File: src/rtl/li_pkg.sv
package li_pkg;
  localparam int unsigned LI_OUTS   = 2;
  localparam int unsigned BUF_DEPTH = 2;
  typedef enum int unsigned {
    CH_SUM = 0,
    CH_XOR = 1
  } li_out_ch_e;
endpackage

File: src/rtl/li_relay_buf.sv
module li_relay_buf #(
  parameter int unsigned W = 8
) (
  input  logic         clk_i,
  input  logic         rst_ni,
  input  logic         push_i,
  input  logic [W-1:0] data_i,
  input  logic         pop_i,
  output logic         valid_o,
  output logic [W-1:0] data_o,
  output logic [1:0]   cnt_o
);
  logic [1:0][W-1:0] slot_q;
  logic              rd_q, wr_q;
  logic [1:0]        cnt_q;

  always_ff @(posedge clk_i or negedge rst_ni) begin
    if (!rst_ni) begin
      slot_q <= '0;
      rd_q   <= 1'b0;
      wr_q   <= 1'b0;
      cnt_q  <= 2'd0;
    end else begin
      if (push_i) begin
        slot_q[wr_q] <= data_i;
        wr_q         <= ~wr_q;
      end
      if (pop_i) rd_q <= ~rd_q;
      cnt_q <= cnt_q + {1'b0, push_i} - {1'b0, pop_i};
    end
  end

  assign valid_o = (cnt_q != 2'd0);
  assign data_o  = slot_q[rd_q];
  assign cnt_o   = cnt_q;
endmodule

File: src/rtl/li_equalizer.sv
module li_equalizer #(
  parameter int unsigned N_IN = 2,
  parameter int unsigned W    = 8
) (
  input  logic                      clk_i,
  input  logic                      rst_ni,
  input  logic [N_IN-1:0]           in_valid_i,
  input  logic [N_IN-1:0][W-1:0]    in_data_i,
  output logic [N_IN-1:0]           in_stop_o,
  input  logic                      stall_i,
  output logic                      fire_o,
  output logic [N_IN-1:0][W-1:0]    core_data_o
);
  logic [N_IN-1:0]      avail;
  logic [N_IN-1:0][1:0] cnt;

  // fire only with a complete set and no pending stall
  assign fire_o = (&avail) & ~stall_i;

  for (genvar i = 0; i < N_IN; i++) begin : g_in
    assign in_stop_o[i] = (cnt[i] == 2'(li_pkg::BUF_DEPTH));
    li_relay_buf #(.W(W)) i_buf (
      .clk_i   (clk_i),
      .rst_ni  (rst_ni),
      .push_i  (in_valid_i[i] & ~in_stop_o[i]),
      .data_i  (in_data_i[i]),
      .pop_i   (fire_o),
      .valid_o (avail[i]),
      .data_o  (core_data_o[i]),
      .cnt_o   (cnt[i])
    );
  end
endmodule

File: src/rtl/li_ext_relay.sv
module li_ext_relay #(
  parameter int unsigned W = 8
) (
  input  logic         clk_i,
  input  logic         rst_ni,
  input  logic         push_i,
  input  logic [W-1:0] data_i,
  input  logic         stop_i,
  output logic         valid_o,
  output logic [W-1:0] data_o,
  output logic         full_o
);
  logic [1:0] cnt;
  logic [2:0] occ_nxt;
  logic       pop;

  assign pop     = valid_o & ~stop_i;
  assign occ_nxt = {1'b0, cnt} + {2'b0, push_i} - {2'b0, pop};
  // look-ahead flag: core sees the stall before the next result can land
  assign full_o  = (occ_nxt == 3'(li_pkg::BUF_DEPTH));

  li_relay_buf #(.W(W)) i_buf (
    .clk_i   (clk_i),
    .rst_ni  (rst_ni),
    .push_i  (push_i),
    .data_i  (data_i),
    .pop_i   (pop),
    .valid_o (valid_o),
    .data_o  (data_o),
    .cnt_o   (cnt)
  );
endmodule

File: src/rtl/li_accum_core.sv
module li_accum_core #(
  parameter int unsigned N_IN = 2,
  parameter int unsigned W    = 8
) (
  input  logic                                 clk_i,
  input  logic                                 rst_ni,
  input  logic                                 en_i,
  input  logic [N_IN-1:0][W-1:0]               data_i,
  output logic                                 vld_o,
  output logic [li_pkg::LI_OUTS-1:0][W-1:0]    res_o
);
  logic [W-1:0] acc_q, sum_c, xor_c;
  logic         vld_q;
  logic [li_pkg::LI_OUTS-1:0][W-1:0] res_q;

  always_comb begin
    sum_c = acc_q;
    xor_c = '0;
    for (int i = 0; i < N_IN; i++) begin
      sum_c = sum_c + data_i[i];
      xor_c = xor_c ^ data_i[i];
    end
  end

  always_ff @(posedge clk_i or negedge rst_ni) begin
    if (!rst_ni) begin
      acc_q <= '0;
      vld_q <= 1'b0;
      res_q <= '0;
    end else begin
      vld_q <= en_i;
      if (en_i) begin
        acc_q               <= sum_c;
        res_q[li_pkg::CH_SUM] <= sum_c;
        res_q[li_pkg::CH_XOR] <= xor_c;
      end
    end
  end

  assign vld_o = vld_q;
  assign res_o = res_q;
endmodule

File: src/rtl/li_shell_wrapper.sv
module li_shell_wrapper #(
  parameter int unsigned N_IN = 2,
  parameter int unsigned W    = 8
) (
  input  logic                                 clk_i,
  input  logic                                 rst_ni,
  input  logic [N_IN-1:0]                      in_valid_i,
  input  logic [N_IN-1:0][W-1:0]               in_data_i,
  output logic [N_IN-1:0]                      in_stop_o,
  output logic [li_pkg::LI_OUTS-1:0]           out_valid_o,
  output logic [li_pkg::LI_OUTS-1:0][W-1:0]    out_data_o,
  input  logic [li_pkg::LI_OUTS-1:0]           out_stop_i
);
  localparam int unsigned NO = li_pkg::LI_OUTS;

  logic                  stall;
  logic                  core_en;
  logic                  core_vld;
  logic [N_IN-1:0][W-1:0] core_din;
  logic [NO-1:0][W-1:0]  core_res;
  logic [NO-1:0]         ers_full;

  assign stall = |ers_full;

  li_equalizer #(.N_IN(N_IN), .W(W)) i_eq (
    .clk_i       (clk_i),
    .rst_ni      (rst_ni),
    .in_valid_i  (in_valid_i),
    .in_data_i   (in_data_i),
    .in_stop_o   (in_stop_o),
    .stall_i     (stall),
    .fire_o      (core_en),
    .core_data_o (core_din)
  );

  li_accum_core #(.N_IN(N_IN), .W(W)) i_core (
    .clk_i  (clk_i),
    .rst_ni (rst_ni),
    .en_i   (core_en),
    .data_i (core_din),
    .vld_o  (core_vld),
    .res_o  (core_res)
  );

  for (genvar j = 0; j < NO; j++) begin : g_out
    li_ext_relay #(.W(W)) i_ers (
      .clk_i   (clk_i),
      .rst_ni  (rst_ni),
      .push_i  (core_vld),
      .data_i  (core_res[j]),
      .stop_i  (out_stop_i[j]),
      .valid_o (out_valid_o[j]),
      .data_o  (out_data_o[j]),
      .full_o  (ers_full[j])
    );
  end
endmodule

File: config.mk
export PLATFORM = sky130hd
export DESIGN_NAME = li_shell_wrapper
export DESIGN_NICKNAME = d
export VERILOG_FILES = /design/src/rtl/li_pkg.sv /design/src/rtl/li_relay_buf.sv /design/src/rtl/li_equalizer.sv /design/src/rtl/li_ext_relay.sv /design/src/rtl/li_accum_core.sv /design/src/rtl/li_shell_wrapper.sv
export SDC_FILE = /design/constraint.sdc
export NUM_CORES = 1
export LEC_CHECK = 0
export CAP_MARGIN = 20
export CORE_AREA = 2 2 116 118
export CTS_BUF_LIST = sky130_fd_sc_hd__clkbuf_8
export DETAILED_ROUTE_END_ITERATION = 10
export DIE_AREA = 0 0 118 120
export PLACE_DENSITY = 0.63
export SETUP_SLACK_MARGIN = 0.1
export SYNTH_ARGS = -nofsm -noshare
export SYNTH_HDL_FRONTEND = slang
export SYNTH_SLANG_ARGS = --single-unit
File: constraint.sdc
create_clock -name clk_i -period 4.1 [get_ports clk_i]
set_input_delay 0.41 -clock clk_i [delete_from_list [all_inputs] [get_ports clk_i]]
set_output_delay 0.41 -clock clk_i [all_outputs]
set_load 0.05 [all_outputs]
# Word level (Yosys, flattened, before mapping)

Cells that the tools add are included.

Register bits after elaboration: 97
Input port bits: 22
Output and inout bits: 20
Word-level logic and storage cells: 102

Add/subtract/negate cells: 14
Order comparisons: 12
Eq/ne operators: 4
Mux-type cells: 20
Bitwise gates (word level): 19
Reduce and logical (&&, ||, !) cells: 10

Operators by type and width:

| cell                                                        | number |
|---|---|
| 2-to-1 mux 8 bit                                            | 12 |
| bitwise mux 16 bit                                          | 4 |
| demux 8 bit (select 1 bit)                                  | 4 |
| adder 8 bit                                                 | 2 |
| less-than comparator 1 x 2 -> 1 bit (second input constant) | 8 |
| NOT 1 bit                                                   | 13 |
| adder 2 x 1 -> 2 bit                                        | 4 |
| nonzero test 2 bit                                          | 4 |
| subtractor 2 x 1 -> 2 bit                                   | 4 |
| XOR 8 bit                                                   | 1 |
| adder 2 x 1 -> 3 bit                                        | 2 |
| == test 3 x 2 -> 1 bit (second input constant)              | 2 |
| subtractor 3 x 1 -> 3 bit                                   | 2 |
| AND 1 bit                                                   | 5 |
| == test 2 bit (second input constant)                       | 2 |
| greater-or-equal comparator 1 bit (second input constant)   | 4 |
| logical AND 1 bit                                           | 4 |
| AND reduction 2 bit                                         | 1 |
| OR reduction 2 bit                                          | 1 |

# Depth between registers and ports, before layout

Depth after elaboration: 8
Depth in mapped cells: 18
Gate-level depth less buffers: 16

# Modules after synthesis

From an unflattened synthesis, not the netlist that was laid out.

Cells, all modules: 346
Area, all modules: 5017.3 µm²

By module, submodules not included:

| module           | times used | cells an instance | area each (µm²) | seq. area each (µm²) |
|---|---|---|---|---|
| li_relay_buf     | 4          | 57                | 905.9           | 500.5 |
| li_accum_core    | 1          | 93                | 1172.4          | 425.4 |
| li_ext_relay     | 2          | 9                 | 81.3            | 0.0 |
| li_equalizer     | 1          | 6                 | 52.6            | 0.0 |
| li_shell_wrapper | 1          | 1                 | 6.3             | 0.0 |

# Least setup slack after synthesis

No wires, ideal clock.

Path type: reg2reg
Start: register g_out[1].i_ers.i_buf.cnt_q[1]
End: register i_eq.g_in[1].i_buf.cnt_q[1]
Library setup time: 123 ps
Arrival time: 3458 ps
Data required time: 3977 ps
Path slack: 519 ps
Cell stages (with the launch flop): 19
Buffers on the path: 2
Clock period less this slack: 3581 ps
Cells stage by stage: dfrtp_1 or2_2 nor2b_1 ha_1 inv_1 ha_1 inv_1 fa_1 xor2_1 nor3_1 or3_1 clkbuf_1 clkbuf_1 inv_1 ha_1 inv_1 ha_1 xnor2_1 xnor2_1

Cells in the longest elaborated chain, start to end: 8
Elaborated cells between the ends (all ways): 9
Those cells by class: add/sub: 3; eq/ne: 1; bitwise: 3; reduce/logical: 2

Ends and longest elaborated chain:

| element                          | RTL line               | text |
|---|---|---|
| start: declaration               | li_relay_buf.sv:15     | `logic [1:0] cnt_q;` |
| start signal: assignment         | li_relay_buf.sv:29     | `cnt_q <= cnt_q + {1'b0, push_i} - {1'b0, pop_i};` |
| nonzero test 2 bit               | li_relay_buf.sv:33     | `assign valid_o = (cnt_q != 2'd0);` |
| via g_out[1].i_ers.i_buf.valid_o | li_relay_buf.sv:9      | `output logic valid_o,` |
| AND 1 bit                        | li_ext_relay.sv:17     | `assign pop = valid_o & ~stop_i;` |
| via g_out[1].i_ers.i_buf.pop_i   | li_relay_buf.sv:8      | `input logic pop_i,` |
| subtractor 3 x 1 -> 3 bit        | li_ext_relay.sv:18     | `assign occ_nxt = {1'b0, cnt} + {2'b0, push_i} - {2'b0, pop};` |
| == test 3 x 2 -> 1 bit           | li_ext_relay.sv:20     | `assign full_o = (occ_nxt == 3'(li_pkg::BUF_DEPTH));` |
| OR reduction 2 bit               | li_shell_wrapper.sv:23 | `assign stall = \|ers_full;` |
| NOT 1 bit                        | li_equalizer.sv:18     | `assign fire_o = (&avail) & ~stall_i;` |
| AND 1 bit                        | li_equalizer.sv:18     |  |
| via core_en                      | li_shell_wrapper.sv:17 | `logic core_en;` |
| subtractor 2 x 1 -> 2 bit        | li_relay_buf.sv:29     |  |
| end signal: assignment           | li_relay_buf.sv:29     |  |
| end: declaration                 | li_relay_buf.sv:15     |  |

The timed path passes the listed nets, and every way through them passes these cells.
A chain may end at the register's enable or synchronous reset.

# Worst setup path in the final report

Start: register g_out[1].i_ers.i_buf.cnt_q[1]
End: register i_eq.g_in[1].i_buf.cnt_q[1]

Cells in the longest elaborated chain, start to end: 8
Elaborated cells between the ends (all ways): 9
Those cells by class: add/sub: 3; eq/ne: 1; bitwise: 3; reduce/logical: 2

Ends and longest elaborated chain:

| element                        | RTL line |
|---|---|
| nonzero test 2 bit             | li_relay_buf.sv:33 |
| AND 1 bit                      | li_ext_relay.sv:17 |
| via g_out[1].i_ers.i_buf.pop_i | li_relay_buf.sv:8 |
| subtractor 3 x 1 -> 3 bit      | li_ext_relay.sv:18 |
| == test 3 x 2 -> 1 bit         | li_ext_relay.sv:20 |
| OR reduction 2 bit             | li_shell_wrapper.sv:23 |
| NOT 1 bit                      | li_equalizer.sv:18 |
| AND 1 bit                      | li_equalizer.sv:18 |
| via core_en                    | li_shell_wrapper.sv:17 |
| subtractor 2 x 1 -> 2 bit      | li_relay_buf.sv:29 |

The timed path passes the listed nets, and every way through them passes these cells.

==> results.json <==
{
  "yosysSeqAreaShare_pct": 51.5,
  "syn_area_per_cell_um2": 13.6,
  "cts_tree": "done",
  "skew_ps": 5.29,
  "critPathTopFamily": "adder cells",
  "grt_first_pass_wirelength_um": 14200,
  "clockRootBuffer": "clkbuf_8",
  "firstDrtPassIters": 4,
  "drcViolationCount": 0,
  "path_clk_slew_ps": 90,
  "setup_viol": 0,
  "clock-sinks": 97,
  "relSlewSlack_pct": 42.4,
  "rsz0062_at_grt": "no",
  "io_pins": 42,
  "final_core_util_pct": 42.0,
  "ys_ff_latch": 97,
  "die_area_um2": 14200,
  "wl_per_cell_um": 14.6,
  "stdcell_area_um2": 5450,
  "placed_area_um2": 5290,
  "path_buf_inv": 4,
  "fin_crit_sh_pct": 82.3,
  "syn_to_final_growth_pct": 15.8,
  "grt_max_degree": 69,
  "synthCells": 347,
  "clockBufferDepth": 2,
  "viasPerCell": 4.62,
  "crit_slowest_cell": "dfrtp_1",
  "post_cts.repair.setup_buffers": 0,
  "stdcell_count": 568,
  "cap_violations": 0,
  "min_path_type": "input port to async pin",
  "drt-total-wl_um": 8270,
  "ctsHoldBuffers": 0,
  "grt_pass1_vias": 2850,
  "crit_chain": "or2_2 -> nor2b_1 -> ha_1 -> inv_1 -> ha_1 -> inv_1 -> fa_1 -> xor2_1 -> nor3_1 -> or3_1 -> inv_1 -> ha_1 -> inv_1 -> ha_1 -> xnor2_1 -> xnor2_1",
  "port_buffers": 41,
  "cp_max_fo": 3,
  "grtUsageTotal_pct": 13.0,
  "overflow": 0,
  "r2r_slack_ps": 730,
  "core-area_um2": 13000,
  "htreeDepth": 3,
  "critPathKind": "flip-flop to flip-flop",
  "ant_nets": 0,
  "synth.distinct_cells": 31,
  "drtIter0Drc": 47,
  "die_h_um": 120,
  "cp.required_ps": 4390,
  "cts_made_buffers": 9,
  "start_kind": "flip-flop",
  "syn-cell-area_um2": 4710,
  "synth_ff_type": "dfrtp_1",
  "die_w_um": 118,
  "start_util_pct": 36.3,
  "period_minus_slack_ps": 3370,
  "ctsResizeCount": 0,
  "r2r_end": "i_eq.g_in[1].i_buf.cnt_o[1]",
  "dp_hpwl_um": 6080,
  "antenna_found_initial": 0,
  "async_flop_share_pct": 100,
  "clock_latency_ps": 360,
  "finalHoldViolations": 0,
  "r2r_cells": 16,
  "r2r-start": "g_out[1].i_ers.i_buf.cnt_o[1]",
  "synth-edff-count": 0,
  "final.setup.tns_ps": 0,
  "routabilityCongestion": 0.805,
  "slowest_delay_ps": 420,
  "route.vias.total": 2623,
  "drive_gt1_share_pct": 30.1,
  "synth_warnings": 0,
  "status": "finished, final reports clean",
  "diodes": 0,
  "syn_nets": 400,
  "final_max_slew_viol_count": 0,
  "achievable-frequency_mhz": 296,
  "cp.arrival_ps": 3660,
  "critPathCaptureType": "flip-flop",
  "worst_slew_pin_slew_ps": 863,
  "rows": 42,
  "nNetsFinal": 442,
  "place_inst": 554
}
==> synthesized netlist by cell type (3+ instances only) <==
| cell | number | share of area [%] |
|---|---|---|
| nor2b_1 | 5 | 0.66 |
| a21oi_1 | 3 | 0.32 |
| mux2_2 | 97 | 23 |
| ha_1 | 21 | 5.6 |
| nor2_1 | 10 | 0.80 |
| inv_1 | 27 | 2.2 |
| clkbuf_1 | 7 | 0.56 |
| dfrtp_1 | 97 | 52 |
| xnor2_1 | 10 | 1.9 |
| nand2_1 | 13 | 1.0 |
| o21ai_0 | 8 | 0.85 |
| xor2_1 | 9 | 1.7 |
| fa_1 | 10 | 4.2 |
| mux2i_1 | 5 | 1.1 |
==> flip-flops by register name, indices dropped and copies added (netlist names) <==
register	count
g_out.i_ers.i_buf.cnt_o	4
i_eq.g_in.i_buf.rd_q	2
i_core.acc_q	8
i_eq.g_in.i_buf.wr_q	2
g_out.i_ers.i_buf.rd_q	2
i_core.vld_o	1
g_out.i_ers.i_buf.wr_q	2
i_core.res_o	8
g_out.i_ers.i_buf.slot_q	32
i_eq.g_in.i_buf.cnt_o	4
i_eq.g_in.i_buf.slot_q	32
==> worst max path at each step <==
stage	depth (start not counted)	slack [ps]	to	start
after floorplan	18	520	i_eq.g_in[1].i_buf.cnt_o[1]	g_out[1].i_ers.i_buf.cnt_o[1]
after global placement	16	720	i_eq.g_in[1].i_buf.cnt_o[1]	out_stop_i[1]
after detailed placement	16	560	i_eq.g_in[1].i_buf.cnt_o[1]	out_stop_i[1]
after CTS	16	690	i_eq.g_in[1].i_buf.cnt_o[1]	g_out[1].i_ers.i_buf.cnt_o[1]
after global routing	16	510	i_eq.g_in[1].i_buf.cnt_o[1]	g_out[1].i_ers.i_buf.cnt_o[1]
final	16	730	i_eq.g_in[1].i_buf.cnt_o[1]	g_out[1].i_ers.i_buf.cnt_o[1]
==> kinds of logic (layout without fill, tap and decap cells) <==
group	after synthesis	after routing	synth area share (%)
flops	97	97	51.5
mux	103	103	24.7
xor+xnor	20	20	4.01
fa+ha+maj	31	31	9.83
compound gates	19	19	2.39
simple gates	38	38	3.90
buf+inv	39	84	3.61
==> cells in the final DEF, fill, tap and decap left out <==
cell type	n
o21ai_0	8
clkbuf_8	11
xor2_1	9
buf_4	3
inv_1	27
nor2_1	10
o21a_1	1
fa_1	10
clkinv_2	2
nand2b_1	2
or2_2	2
a21o_1	2
or3_1	2
or4b_2	1
nor2b_1	5
clkdlybuf4s50_1	40
mux2_2	97
nor3_1	2
xnor3_1	1
mux2i_1	5
a21oi_1	3
clkinvlp_4	1
o211ai_1	1
a31oi_1	1
mux2i_4	1
a211oi_1	2
nand2_1	13
ha_1	21
o22ai_1	1
xnor2_1	10
and3b_1	1
dfrtp_1	97
==> stage by stage <==
| step | setup slack, ps | hold slack (ps) |
|---|---|---|
| floorplan | 519 | 114 |
| global placement | 717 | 456 |
| detailed placement | 564 | 479 |
| CTS | 692 | 192 |
| global route | 506 | 223 |
| finish | 726 | 159 |
==> per-layer routing <==
metal / up-vias / track usage (%) / routed length, µm
li1: 1253 / - / -
met1: 1312 / 17.0 / 3860
met2: 44 / 20.3 / 3900
met3: 14 / 2.85 / 283
met4: 0 / 6.70 / 227
met5: - / 0 / 0
==> cell type report <==
cell class,instances,area (µm²)
clock buffers,11,151
well taps,176,220
clock inverters,3,17.5
repair buffers,43,423
inverters,27,101
flip-flops and latches,97,2430
fillers,1220,7530
multi-input cells,211,2110
Power is left out: the tool's default activity adds up to more than one toggle a clock period on the data nets, which glitch-free logic cannot reach.
